$ cat src/rtl/mlb_pkg.sv
package mlb_pkg;

    typedef enum logic [1:0] {
        MS_BOOT = 2'd0,
        MS_LOW  = 2'd1,
        MS_MID  = 2'd2,
        MS_HIGH = 2'd3
    } mode_e;

    typedef struct packed {
        logic sw1;
        logic sw2;
    } gate_t;

    // Region decode: the two-thirds comparator has priority.
    function automatic mode_e region_of(input logic third, input logic twothird);
        if (twothird)   return MS_HIGH;
        else if (third) return MS_MID;
        else            return MS_LOW;
    endfunction

    // One step toward the target region.
    function automatic mode_e step_mode(input mode_e cur, input logic up);
        mode_e r;
        case (cur)
            MS_LOW:  r = up ? MS_MID  : MS_LOW;
            MS_MID:  r = up ? MS_HIGH : MS_LOW;
            MS_HIGH: r = up ? MS_HIGH : MS_MID;
            default: r = cur;
        endcase
        return r;
    endfunction

    // Transistor mapping per mode, keeping the node swing at one third of the bus.
    function automatic gate_t map_gates(input mode_e m, input logic pwm);
        gate_t g;
        case (m)
            MS_LOW:  begin g.sw1 = 1'b1; g.sw2 = pwm;  end
            MS_MID:  begin g.sw1 = pwm;  g.sw2 = !pwm; end
            MS_HIGH: begin g.sw1 = 1'b0; g.sw2 = pwm;  end
            default: begin g.sw1 = pwm;  g.sw2 = pwm;  end
        endcase
        return g;
    endfunction

endpackage

$ cat src/rtl/mlb_sync.sv
module mlb_sync #(
    parameter int STAGES = 2,
    parameter int W      = 1
) (
    input  logic         clk,
    input  logic         rst,
    input  logic [W-1:0] d,
    output logic [W-1:0] q
);
    logic [W-1:0] chain [STAGES];

    for (genvar i = 0; i < STAGES; i++) begin : g_stage
        if (i == 0) begin : g_first
            always_ff @(posedge clk) begin
                if (rst) chain[i] <= '0;
                else     chain[i] <= d;
            end
        end else begin : g_next
            always_ff @(posedge clk) begin
                if (rst) chain[i] <= '0;
                else     chain[i] <= chain[i-1];
            end
        end
    end

    assign q = chain[STAGES-1];
endmodule

$ cat src/rtl/mlb_mode_ctrl.sv
module mlb_mode_ctrl
    import mlb_pkg::*;
#(
    parameter int PERSIST = 2,
    parameter int DUTY_W  = 10
) (
    input  logic              clk,
    input  logic              rst,
    input  logic              boundary,
    input  logic              startup,
    input  mode_e             region,
    output mode_e             mode_q,
    output mode_e             mode_nxt,
    output logic              pl_vld_q,
    output logic [DUTY_W-1:0] pl_duty_q
);
    localparam int HIT_W = $clog2(PERSIST + 1);
    localparam logic [HIT_W-1:0] HIT_LIM = HIT_W'(PERSIST);

    logic [HIT_W-1:0] hits_q, hits_nxt;
    logic             up_q, up_nxt, up_now;
    logic             pl_vld, pl_full;

    always_comb begin
        mode_nxt = mode_q;
        hits_nxt = hits_q;
        up_nxt   = up_q;
        pl_vld   = 1'b0;
        pl_full  = 1'b0;
        up_now   = (region > mode_q);
        if (boundary) begin
            if (startup) begin
                mode_nxt = MS_BOOT;
                hits_nxt = '0;
            end else if (mode_q == MS_BOOT) begin
                mode_nxt = region;
                hits_nxt = '0;
                pl_vld   = (region != MS_LOW);
                pl_full  = 1'b1;
            end else if (region == mode_q) begin
                hits_nxt = '0;
            end else begin
                if (hits_q != '0 && up_now != up_q) hits_nxt = HIT_W'(1);
                else                                hits_nxt = hits_q + HIT_W'(1);
                up_nxt = up_now;
                if (hits_nxt >= HIT_LIM) begin
                    mode_nxt = step_mode(mode_q, up_now);
                    hits_nxt = '0;
                    pl_vld   = 1'b1;
                    pl_full  = up_now;
                end
            end
        end
    end

    always_ff @(posedge clk) begin
        if (rst) begin
            mode_q    <= MS_BOOT;
            hits_q    <= '0;
            up_q      <= 1'b0;
            pl_vld_q  <= 1'b0;
            pl_duty_q <= '0;
        end else begin
            mode_q   <= mode_nxt;
            hits_q   <= hits_nxt;
            up_q     <= up_nxt;
            pl_vld_q <= pl_vld;
            if (pl_vld) pl_duty_q <= {DUTY_W{pl_full}};
        end
    end
endmodule

$ cat src/rtl/mlb_gate_map.sv
module mlb_gate_map
    import mlb_pkg::*;
(
    input  logic  clk,
    input  logic  rst,
    input  mode_e mode_nxt,
    input  logic  pwm,
    output gate_t g_nxt,
    output gate_t g_q
);
    assign g_nxt = map_gates(mode_nxt, pwm);

    always_ff @(posedge clk) begin
        if (rst) g_q <= '0;
        else     g_q <= g_nxt;
    end
endmodule

$ cat src/rtl/mlb_strobe_gen.sv
module mlb_strobe_gen #(
    parameter int CNT_W = 12
) (
    input  logic clk,
    input  logic rst,
    input  logic sw2_q,
    input  logic sw2_nxt,
    input  logic boot_q,
    output logic stb_top,
    output logic stb_bot
);
    localparam logic [CNT_W-1:0] CNT_MAX = '1;

    logic [CNT_W-1:0] run_q;
    logic [CNT_W-1:0] run_inc;
    logic [CNT_W-1:0] len_q [2];
    logic [1:0]       vld_q;
    logic [1:0]       stb;
    logic             edge_now;

    assign run_inc  = (run_q == CNT_MAX) ? run_q : run_q + 1'b1;
    assign edge_now = (sw2_nxt != sw2_q);

    always_ff @(posedge clk) begin
        if (rst) begin
            run_q <= '0;
            vld_q <= '0;
            for (int k = 0; k < 2; k++) len_q[k] <= '0;
        end else begin
            if (edge_now) begin
                run_q        <= '0;
                len_q[sw2_q] <= run_inc;
            end else begin
                run_q <= run_inc;
            end
            if (boot_q)        vld_q        <= '0;
            else if (edge_now) vld_q[sw2_q] <= 1'b1;
        end
    end

    // Index 1: second gate high (upper cell), index 0: second gate low (lower cell).
    for (genvar k = 0; k < 2; k++) begin : g_stb
        assign stb[k] = !boot_q && (sw2_q == k[0]) && vld_q[k]
                        && (run_q == (len_q[k] >> 1));
    end

    assign stb_top = stb[1];
    assign stb_bot = stb[0];
endmodule

$ cat src/rtl/mlb_mode_sel.sv
module mlb_mode_sel
    import mlb_pkg::*;
#(
    parameter int DUTY_W      = 10,
    parameter int SYNC_STAGES = 2,
    parameter int PERSIST     = 2,
    parameter int CNT_W       = 12
) (
    input  logic              clk,
    input  logic              rst,
    input  logic              pwm_in,
    input  logic              cmp_third_in,
    input  logic              cmp_twothird_in,
    input  logic              startup_in,
    output logic              sw1_gate_o,
    output logic              sw2_gate_o,
    output logic              preload_vld_o,
    output logic [DUTY_W-1:0] preload_duty_o,
    output logic              stb_top_o,
    output logic              stb_bot_o
);
    logic [1:0] cmp_s;
    logic       pwm_q;
    logic       boundary;
    mode_e      region;
    mode_e      mode_q;
    mode_e      mode_nxt;
    gate_t      g_nxt;
    gate_t      g_q;

    mlb_sync #(.STAGES(SYNC_STAGES), .W(2)) u_sync (
        .clk (clk),
        .rst (rst),
        .d   ({cmp_twothird_in, cmp_third_in}),
        .q   (cmp_s)
    );

    always_ff @(posedge clk) begin
        if (rst) pwm_q <= 1'b0;
        else     pwm_q <= pwm_in;
    end

    assign boundary = pwm_in && !pwm_q;
    assign region   = region_of(cmp_s[0], cmp_s[1]);

    mlb_mode_ctrl #(.PERSIST(PERSIST), .DUTY_W(DUTY_W)) u_ctrl (
        .clk       (clk),
        .rst       (rst),
        .boundary  (boundary),
        .startup   (startup_in),
        .region    (region),
        .mode_q    (mode_q),
        .mode_nxt  (mode_nxt),
        .pl_vld_q  (preload_vld_o),
        .pl_duty_q (preload_duty_o)
    );

    mlb_gate_map u_map (
        .clk      (clk),
        .rst      (rst),
        .mode_nxt (mode_nxt),
        .pwm      (pwm_in),
        .g_nxt    (g_nxt),
        .g_q      (g_q)
    );

    mlb_strobe_gen #(.CNT_W(CNT_W)) u_stb (
        .clk     (clk),
        .rst     (rst),
        .sw2_q   (g_q.sw2),
        .sw2_nxt (g_nxt.sw2),
        .boot_q  (mode_q == MS_BOOT),
        .stb_top (stb_top_o),
        .stb_bot (stb_bot_o)
    );

    assign sw1_gate_o = g_q.sw1;
    assign sw2_gate_o = g_q.sw2;
endmodule

$ cat config.mk
export PLATFORM = sky130hd
export DESIGN_NAME = mlb_mode_sel
export DESIGN_NICKNAME = d
export VERILOG_FILES = /design/src/rtl/mlb_pkg.sv /design/src/rtl/mlb_sync.sv /design/src/rtl/mlb_mode_ctrl.sv /design/src/rtl/mlb_gate_map.sv /design/src/rtl/mlb_strobe_gen.sv /design/src/rtl/mlb_mode_sel.sv
export SDC_FILE = /design/constraint.sdc
export NUM_CORES = 1
export LEC_CHECK = 0
export BUFFER_PORTS_ARGS = -buffer_cell sky130_fd_sc_hd__buf_2
export CAP_MARGIN = 20
export CORE_MARGIN = 3
export CORE_UTILIZATION = 54
export DETAILED_ROUTE_END_ITERATION = 7
export PLACE_DENSITY = 0.75
export SLEW_MARGIN = 15
export SYNTH_ARGS = -nofsm -noshare
export SYNTH_HDL_FRONTEND = slang
export SYNTH_SLANG_ARGS = --single-unit
$ cat constraint.sdc
create_clock -name clk -period 2.58 [get_ports clk]
set_input_delay 0.516 -clock clk [delete_from_list [all_inputs] [get_ports clk]]
set_output_delay 0.516 -clock clk [all_outputs]
set_load 0.1 [all_outputs]
* Word-level counts from Yosys, hierarchy flattened
Memory sizes are Yosys's and may differ from the RTL's.
Cells that the tools add are included.
** Word-level totals
- RAM bits :: 28
- Bits of input ports :: 6
- Memories :: 2
- Register bits :: 24
** Operators by class
- Reductions and logical operators :: 18
- Eq/ne operators :: 13
- Bitwise operators :: 7
- Magnitude comparators :: 4
- $add $sub $neg :: 2
- Mux-type cells :: 45
** Memory list
- u_stb.len_q :: depth 2, width 12, rd ports 2, clocked after Yosys merged registers in 0, write ports 2, RTL line mlb_strobe_gen.sv:16 : logic [CNT_W-1:0] len_q [2];
- u_sync.chain :: depth 2, width 2, rd ports 2, clocked after Yosys merged registers in 0, write ports 2, RTL line mlb_sync.sv:10 : logic [W-1:0] chain [STAGES];
** Operators by type and width (count)
- $mux W2 :: 20
- $eq A12 B11 Y1 :: 2
- $mux W12 :: 2
- $mux W1 :: 20
- $add A12 B1 Y12 const B :: 1
- $eq A12 B12 Y1 const B :: 1
- $pmux W2 S3 :: 2
- $reduce_or A12 Y1 :: 1
- $logic_and A1 B1 Y1 :: 9
- $eq A2 B2 Y1 const B :: 4
- $eq A2 B1 Y1 const B :: 2
- $not A1 Y1 :: 4
- $reduce_and A4 Y1 :: 1
- $reduce_or A2 Y1 :: 2
- $logic_not A1 Y1 :: 3
- $add A2 B1 Y2 const B :: 1
- $eq A2 B2 Y1 :: 1
- $ge A2 B2 Y1 const B :: 1
- $gt A2 B2 Y1 :: 1
- $logic_not A2 Y1 :: 1
- $lt A1 B2 Y1 const B :: 1
- $ne A1 B1 Y1 :: 2
- $ne A2 B1 Y1 const B :: 1
- $or A1 B1 Y1 :: 2
- 4 further kinds :: 4

* Logic depth before layout (Yosys ltp)
An unclocked memory read counts as a cell.
- Word-level depth :: 25
- Mapped depth :: 11
- Depth with buffers taken out :: 9

* Modules after synthesis
Synthesis repeated with hierarchy kept, for this count alone.
** Second synthesis, totals
- Cell total of the unflattened synthesis :: 279
- Area, all modules :: 2885.3 um^2
** By module, submodules not included
- mlb_strobe_gen :: area an instance 1960.6 um^2, cells each 173, seq. area each 940.9 um^2, instances 1
- mlb_mode_ctrl :: area an instance 661.9 um^2, cells each 81, seq. area each 140.1 um^2, instances 1
- mlb_gate_map :: area an instance 108.9 um^2, cells each 11, seq. area each 40.0 um^2, instances 1
- mlb_sync :: area an instance 105.1 um^2, cells each 8, seq. area each 80.1 um^2, instances 1
- mlb_mode_sel :: area an instance 48.8 um^2, cells each 6, seq. area each 20.0 um^2, instances 1

* Worst setup path after synthesis
Ideal clock, no wire load.
- Path type :: reg2out
- Start point :: register, netlist name u_map.g_q[0]
- End point :: output port stb_bot_o
- Data arrival time :: 3.454 ns
- Data required time :: 2.064 ns
- Setup slack :: -1.390 ns
- Cell stages (with the launch flop) :: 4
- Path buffers :: 1
- Cell sequence :: dfxtp_1 > clkbuf_1 > or4_1 > nor3_1
** On the way
- Word-level cells in the longest chain between the ends :: 4
** RTL lines
- $not A1 Y1 :: RTL line mlb_strobe_gen.sv:43 : assign stb[k] = !boot_q && (sw2_q == k[0]) && vld_q[k]
- $logic_and A1 B1 Y1 (2 in series) :: RTL line mlb_strobe_gen.sv:43
- $logic_and A1 B1 Y1 :: RTL line mlb_strobe_gen.sv:44 : && (run_q == (len_q[k] >> 1));
- end: declaration :: RTL line mlb_mode_sel.sv:20 : output logic stb_bot_o
No other way between the ends.

==> reports/results.txt <==
status = complete, but fails checks
failing checks = negative setup slack
Rows = 26
final setup margin = -0.0696 ns
Post-synth top flop = dfxtp_1
post-route cell area = 3510 um2
GRT overflow = 0
fmax = 377 MHz
antenna-violating nets left = 0
final hold vios = 0
NumNets Final = 353
drt via density = 6.15
setup tns final = -0.932 ns
DP HPWL = 5.04 mm
worst endpoint required time = 2.60 ns
port bufs = 20
gpl congestion = 0.963
Post-route DRC = 0
fin crit period = 2.65 ns
All-Layer GR Usage = 0.225
core box area = 5200 um2
hold crit path type = in -> reg
first-pass GRT wire length = 11.2 mm
Worst Setup End Kind = flop
Post-synth EDFFs = 22
worst vdd ir = 346 uV
Pwr Density = 479 nW/um2
Multi-input gate area = 1630 um2
Area after DPL = 3270 um2
Initial Utilization = 0.566
Die Ht = 79.9 um
Cells after Synth = 316
worst-skew pair later-pin latency = 0.31 ns
critical path type = reg -> reg
share of cells above drive strength 1 = 0.291
clock tree buffer depth = 2
Syn Std Cell Area = 2950 um2
largest cells by area after synthesis = edfxtp_1, dfxtp_1, xor2_1
Leakage Power = 1.40 nW
MaxCap Viol Count = 0
Inst Count DP = 399
Slew headroom = 0.447
Synth Register Bits = 50
post-synthesis cell type count = 54
Layout Utilization = 0.674
Post-synth ARST share = 0
largest net degree at the start of global routing = 24
# diodes = 0
TritonCTS clock tree = built
Yosys top cell area share = 0.224
Die Width = 79.9 um
Hold Buf Count CTS = 0
final setup vio count = 27
register area share after synthesis = 0.414
initial antenna violation count = 0
Pre-antenna DRT Iters = 5
DR WL/cell = 16.9 um
full die area = 6380 um2
CP Launch Type = flop
Fill cells = 403
CTS Root Cell = clkbuf_8
H-tree lvl count = 2
Num CTS Buffers = 5
WP data arrival = 2.67 ns
DRT iter0 DRCs = 261
CTS Sinks = 50
DRT Wirelength = 6.98 mm
register area = 1230 um2
vias in the first global route = 2257
Finished Layout Cells = 414
clock skew after layout = 0.0180 ns
crit share post-route = 1.03
unrepaired setup endpoints after global routing = yes
clock-pin slew on the worst setup and hold paths = 0.09 ns
syn_area_per_cell = 9.33 um2
DR vias = 2546
Slew Viols, Final = 0
actual slew at the worst max-slew pin = 0.827 ns
I/O pins = 21
Ys Warns = 0
largest area contributor in the netlist = edfxtp_1
Crit Path Max Fanout = 11
Min Hold Slack = 0.417 ns
Area Growth Syn to Fin = 19.0%
syn_nets = 326
critical path, cell delays in order (launching register included):
cell      delay, ns
dfxtp_2        0.36
nor2b_2        0.19
ha_1           0.28
a21boi_2       0.17
o21ai_0        0.12
a32oi_2        0.28
o221ai_4       0.20
or4_4          0.45
nand3b_1       0.16
buf_12         0.15
through the flow:
step,setup slack (ns),total power (W)
2_1_floorplan,-0.0835,0.00112
3_3_place_gp,0.00833,0.00120
3_5_place_dp,-0.0615,0.00120
4_1_cts,-0.0299,0.00166
5_1_grt,-0.176,0.00175
6_report,-0.0696,0.00168
path summary, 6_finish.rpt:
| check | depth (start not counted) | startpoint | slack [ns] | to |
|---|---|---|---|---|
| worst max-delay path | 9 | u_sync.chain[1][0] | -0.07 | u_stb.len_q[0][11] |
| worst min register to register | 1 | u_sync.chain[0][0] | 0.44 | u_sync.chain[1][0] |
| worst min-delay path | 2 | cmp_third_in | 0.42 | u_sync.chain[0][0] |
| worst max register to register | 9 | u_sync.chain[1][0] | -0.07 | u_stb.len_q[0][11] |
cells in the mapped netlist, types with 3 or more instances:
library cell	count
a211oi_1	4
a21oi_1	17
and4_1	11
buf_2	9
buf_4	9
clkbuf_1	17
dfxtp_1	28
edfxtp_1	22
ha_1	4
inv_1	7
nand2_1	35
nand3_1	3
nand4_1	8
nor2_1	14
nor2b_1	13
nor3_1	10
o2111ai_1	12
o21ai_0	9
o221ai_1	12
or4_1	3
xnor2_1	12
xor2_1	17
flip-flops by register name, summed over array words and instances, names as in the netlist:
register	count
u_stb.len_q	22
u_stb.run_q	12
u_sync.chain	4
u_ctrl.hits_q	2
u_ctrl.mode_q	2
u_map.g_q	2
u_stb.vld_q	2
pwm_q	1
u_ctrl.pl_duty_q	1
u_ctrl.pl_vld_q	1
u_ctrl.up_q	1
timing repair:
item	in CTS	in global routing
cloned	0	1
buffers inserted	3	3
pin swaps	4	11
setup endpoints to repair	26	47
resized for setup	5	22
where the power goes:
| group | leakage (nW) | internal, W | total (W) | switching [W] |
|---|---|---|---|---|
| clock | 0.0408 | 0.000194 | 0.000466 | 0.000272 |
| combinational | 0.896 | 0.000116 | 0.000333 | 0.000218 |
| sequential | 0.466 | 0.000861 | 0.000882 | 0.0000204 |
per-layer routing:
metal	GRT usage	up-vias	wire length (um)
met5	0	-	0
met4	0.0709	0	166
li1	-	1229	-
met3	0.0305	17	612
met1	0.331	1172	3120
met2	0.341	128	3070
cell families after synthesis:
family / count (synthesis) / synth area share
xor gates and xnor gates: 29 / 0.0862
buffers and inverters: 44 / 0.0739
and+or+nand+nor: 116 / 0.218
AOI/OAI and AO/OA: 70 / 0.180
DFF: 50 / 0.414
adders and majority gates: 4 / 0.0170
muxes: 3 / 0.0110
cells in the final DEF, fill, tap and decap left out, types with 4 or more instances in the layout:
cell,n
xnor2_1,12
clkbuf_8,5
nand2_1,35
buf_2,18
buf_6,4
nor2b_1,12
buf_4,29
a211oi_1,4
xor2_1,17
and4_1,11
nor2_1,13
o221ai_1,12
inv_1,6
nand4_1,8
a21oi_1,9
o21ai_0,8
nor3_1,7
buf_12,4
dfxtp_1,22
dfxtp_2,6
a21oi_2,7
o2111ai_1,12
edfxtp_1,22
area by class of cell:
type                            count  area share
Clock buffer                        5      0.0196
Clock inverter                      3     0.00678
Inverter                            8     0.00856
Multi-Input combinational cell    222       0.464
Sequential cell                    50       0.350
Tap cell                           70      0.0250
Timing Repair Buffer               56       0.126
Power figures use the tool's default switching activity.
